### config.mk
export PLATFORM = sky130hd
export DESIGN_NAME = int_alu
export DESIGN_NICKNAME = d
export VERILOG_FILES = /design/src/rtl/int_alu_pkg.sv /design/src/rtl/int_alu_ctrl.sv /design/src/rtl/int_alu_datapath.sv /design/src/rtl/int_alu.sv
export SDC_FILE = /design/constraint.sdc
export NUM_CORES = 1
export LEC_CHECK = 0
export CAP_MARGIN = 20
export CORE_ASPECT_RATIO = 1.1
export CORE_MARGIN = 4
export CORE_UTILIZATION = 40
export DETAILED_ROUTE_END_ITERATION = 8
export DONT_BUFFER_PORTS = 1
export GPL_ROUTABILITY_DRIVEN = 0
export PLACE_DENSITY_LB_ADDON = 0.05
export SLEW_MARGIN = 10
export SYNTH_ARGS = -nofsm -noshare
export SYNTH_HDL_FRONTEND = slang
export SYNTH_SLANG_ARGS = --single-unit
### constraint.sdc
create_clock -name vclk -period 19.3
set_input_delay 1.93 -clock vclk [all_inputs]
set_output_delay 1.93 -clock vclk [all_outputs]
set_load 0.02 [all_outputs]
### src/rtl/int_alu_pkg.sv
package int_alu_pkg;

  localparam int OP_W = 4;

  // Operation codes; the decoder and the bench both rely on these values.
  localparam logic [OP_W-1:0] OP_AND  = 4'b0000;
  localparam logic [OP_W-1:0] OP_OR   = 4'b0001;
  localparam logic [OP_W-1:0] OP_ADD  = 4'b0010;
  localparam logic [OP_W-1:0] OP_ADDU = 4'b0011;
  localparam logic [OP_W-1:0] OP_XOR  = 4'b0100;
  localparam logic [OP_W-1:0] OP_NOR  = 4'b0101;
  localparam logic [OP_W-1:0] OP_SUB  = 4'b0110;
  localparam logic [OP_W-1:0] OP_SLT  = 4'b0111;
  localparam logic [OP_W-1:0] OP_SUBU = 4'b1000;
  localparam logic [OP_W-1:0] OP_SLTU = 4'b1001;

  typedef enum logic [2:0] {
    SEL_ZERO,
    SEL_AND,
    SEL_OR,
    SEL_XOR,
    SEL_NOR,
    SEL_SUM,
    SEL_LESS
  } sel_e;

  // Strobes from decoder to datapath.
  typedef struct packed {
    logic subMode;     // invert B and force carry-in
    logic ovfEn;       // signed arithmetic may flag overflow
    logic lessSigned;  // compare as signed numbers
    logic validOp;     // code is defined
    sel_e resSel;      // output multiplexer select
  } ctrl_t;

endpackage

### src/rtl/int_alu_ctrl.sv
module int_alu_ctrl
  import int_alu_pkg::*;
(
  input  logic [OP_W-1:0] opSel,
  output ctrl_t           ctrl
);

  always_comb begin
    ctrl = '{subMode: 1'b0, ovfEn: 1'b0, lessSigned: 1'b0,
             validOp: 1'b1, resSel: SEL_ZERO};
    unique case (opSel)
      OP_AND:  ctrl.resSel = SEL_AND;
      OP_OR:   ctrl.resSel = SEL_OR;
      OP_XOR:  ctrl.resSel = SEL_XOR;
      OP_NOR:  ctrl.resSel = SEL_NOR;
      OP_ADD: begin
        ctrl.resSel = SEL_SUM;
        ctrl.ovfEn  = 1'b1;
      end
      OP_ADDU: ctrl.resSel = SEL_SUM;
      OP_SUB: begin
        ctrl.resSel  = SEL_SUM;
        ctrl.subMode = 1'b1;
        ctrl.ovfEn   = 1'b1;
      end
      OP_SUBU: begin
        ctrl.resSel  = SEL_SUM;
        ctrl.subMode = 1'b1;
      end
      OP_SLT: begin
        ctrl.resSel     = SEL_LESS;
        ctrl.subMode    = 1'b1;
        ctrl.lessSigned = 1'b1;
      end
      OP_SLTU: begin
        ctrl.resSel  = SEL_LESS;
        ctrl.subMode = 1'b1;
      end
      default: ctrl.validOp = 1'b0;
    endcase
  end

endmodule

### src/rtl/int_alu_datapath.sv
module int_alu_datapath
  import int_alu_pkg::*;
#(
  parameter int WIDTH = 32
) (
  input  logic [WIDTH-1:0] opA,
  input  logic [WIDTH-1:0] opB,
  input  ctrl_t            ctrl,
  output logic [WIDTH-1:0] result,
  output logic             zero,
  output logic             ovf
);

  localparam int MSB = WIDTH - 1;

  logic [WIDTH-1:0] bEff;
  logic [WIDTH-1:0] sumVec;
  logic [WIDTH:0]   carry;
  logic             ovfRaw;
  logic             lessBit;

  assign bEff     = opB ^ {WIDTH{ctrl.subMode}};
  assign carry[0] = ctrl.subMode;

  // Ripple chain: one full-adder cell per bit.
  for (genvar i = 0; i < WIDTH; i++) begin : g_fa
    assign sumVec[i]  = opA[i] ^ bEff[i] ^ carry[i];
    assign carry[i+1] = (opA[i] & bEff[i]) | (opA[i] & carry[i]) |
                        (bEff[i] & carry[i]);
  end

  assign ovfRaw  = carry[MSB] ^ carry[WIDTH];
  // Signed: difference sign corrected by overflow; unsigned: no carry-out means borrow.
  assign lessBit = ctrl.lessSigned ? (sumVec[MSB] ^ ovfRaw) : ~carry[WIDTH];

  always_comb begin
    unique case (ctrl.resSel)
      SEL_AND:  result = opA & opB;
      SEL_OR:   result = opA | opB;
      SEL_XOR:  result = opA ^ opB;
      SEL_NOR:  result = ~(opA | opB);
      SEL_SUM:  result = sumVec;
      SEL_LESS: result = {{(WIDTH-1){1'b0}}, lessBit};
      default:  result = '0;
    endcase
  end

  assign zero = ctrl.validOp & ~(|result);
  assign ovf  = ctrl.ovfEn & ovfRaw;

endmodule

### src/rtl/int_alu.sv
module int_alu
  import int_alu_pkg::*;
#(
  parameter int WIDTH = 32
) (
  input  logic [WIDTH-1:0] opA,
  input  logic [WIDTH-1:0] opB,
  input  logic [OP_W-1:0]  opSel,
  output logic [WIDTH-1:0] result,
  output logic             zero,
  output logic             ovf
);

  ctrl_t ctrl;

  int_alu_ctrl u_ctrl (
    .opSel (opSel),
    .ctrl  (ctrl)
  );

  int_alu_datapath #(.WIDTH(WIDTH)) u_dp (
    .opA    (opA),
    .opB    (opB),
    .ctrl   (ctrl),
    .result (result),
    .zero   (zero),
    .ovf    (ovf)
  );

endmodule

==> flow_metrics.tcl <==
set metrics [dict create \
    layout_setup_ws_ns 0.7988 \
    row_count 36 \
    required_ns 17.37 \
    initial_core_util 0.4076 \
    finish.utilization 0.4194 \
    drive_gt1_frac 0.04265 \
    cts_resized 0 \
    wl_per_cell_um 20.46 \
    grt_pass1_wl_um 17430 \
    ir_drop_v 0.00001124 \
    avgSynthCellArea_um2 8.216 \
    relSlewSlack 0.3804 \
    portBuffers 0 \
    nFillCells 938 \
    synth_top_area_cell "ha_1" \
    diodes 0 \
    syn_nets 602 \
    rsz0062_at_grt "false" \
    drtAntennaViolNets 0 \
    seqCellArea_um2 0 \
    synthTopCellsByCount "inv_1 (71), ha_1 (64), xnor2_1 (44), fa_1 (32), nor2_1 (29)" \
    hp-class "input port to output pin" \
    netlist_area_um2 3598 \
    grt_remaining_overflow 0 \
    fmax_ghz 0.05405 \
    final.min_clock_period_ns 18.50 \
    yosysMostFrequentCell "inv_1" \
    syn_inst 438 \
    post_cts_buffers 0 \
    grt_usage 0.2026 \
    hold_viol 0 \
    grtUsageMet1 0.2656 \
    crit_type "input port to output pin" \
    cp_slowest_cell "or4b_2" \
    die_w_um 98.44 \
    final_max_slew_viol_count 0 \
    synth-seq-area-share 0 \
    netlist_top_cells_area "ha_1 (22%), fa_1 (18%), xnor2_1 (11%)" \
    design.seq.count 0 \
    start_kind "input port" \
    setup_tns_ns 0 \
    worstPathArrival_ns 16.57 \
    finalCritPeriodShare 0.9586 \
    routed_wl_um 10970 \
    drt_pass1_iterations 4 \
    power_density_nw_per_um2 32.81 \
    met2_usage 0.3643 \
    ios 102 \
    synth_top_area_frac 0.2225 \
    nets 588 \
    pre_cts_ws_ns 0.5213 \
    dp_hpwl_um 8923 \
    drc 0 \
    grt_max_degree 64 \
    area.growth.synth_to_final_pct 2.886 \
    finalSetupViolations 0 \
    p_total_w 0.0001215 \
    nClkBuffers 0 \
    core_region_area_um2 8828 \
    synth_warnings 0 \
    leakage_nw 1.734 \
    yosysUniqueCellTypes 48 \
    drt_iter0_drc 152 \
    use_met3 0.02528 \
    status "finished clean" \
    antenna_found_initial 0 \
    drt-vias-per-instance 5.705 \
    vias 3058 \
    die_y_um 107.5 \
    critPathMaxFanout 13 \
    busiest_layer "met2" \
    max_stage_delay_ns 0.60 \
    drv_cap 0 \
    cpMostUsedCell "fa_1" \
    die_area_um2 10580 \
    grt_pass1_vias 3200 \
    worst_pin_slew_ns 0.9294 \
    whs_ns 3.970 \
    multi_input_area_um2 3226 \
    crit_path_end_kind "output pin" \
    cts_hold_buf 0 \
]
-- layer usage --
metal,wire [µm],up-vias
met5,0,-
met4,163,0
met3,702,10
met2,5433,97
met1,4667,1475
li1,-,1476
-- stage by stage --
stage,area [µm²],cells
6_report,3702,536
5_1_grt,3702,536
3_3_place_gp,3680,533
4_1_cts,3680,533
3_5_place_dp,3680,533
2_1_floorplan,3598,438
-- logic make-up (layout without fill, tap and decap cells) --
group                      after synthesis  count (layout)  synth area share
adders and majority gates               96              96            0.4006
buffers and inverters                   96              80            0.1095
and+or+nand+nor                         93              93            0.1363
AOI/OAI and AO/OA                       79              79            0.1659
xor gates and xnor gates                52              52            0.1266
muxes                                   22              22           0.06120
-- where the power goes --
part | switching, W | leakage (nW) | total [W] | internal, W
sequential | 0 | 0 | 0 | 0
clock | 0 | 0 | 0 | 0
combinational | 0.0000718 | 1.73 | 0.000121 | 0.0000497
total | 0.0000718 | 1.73 | 0.000121 | 0.0000497
-- critical path: cells and delay by family --
family                     cells  cell delay (ns)
AOI/OAI and AO/OA              2             0.27
adders and majority gates     30            12.18
and+or+nand+nor                5             1.69
muxes                          1             0.20
buffers and inverters          3             0.27
-- final timing paths --
kind | startpoint | endpoint | slack (ns) | cells after the start
worst max-delay path | opSel[1] | zero | 0.80 | 41
worst min-delay path | opSel[0] | ovf | 3.97 | 1
-- cells in the final DEF (no fill, tap or decap), types with 6 or more instances in the layout --
| cell type | Yosys | routed |
|---|---|---|
| a211oi_1 | 13 | 13 |
| o221ai_1 | 6 | 6 |
| o21ai_0 | 16 | 16 |
| nor4_1 | 8 | 8 |
| fa_1 | 32 | 32 |
| nand2_1 | 22 | 22 |
| a21oi_1 | 6 | 6 |
| a221oi_1 | 11 | 11 |
| nor2_1 | 29 | 29 |
| buf_4 | 4 | 9 |
| xnor2_1 | 44 | 44 |
| inv_1 | 71 | 71 |
| ha_1 | 64 | 64 |
| a221o_1 | 10 | 10 |
| mux2i_1 | 22 | 22 |
| xor2_1 | 8 | 8 |
-- area by class of cell --
cell class                 instances  area share
tap                              114     0.03853
inverter                          71     0.07198
timing repair buffer               9     0.01825
multi-input combinational        342      0.8712
Power figures use the tool's default switching activity.
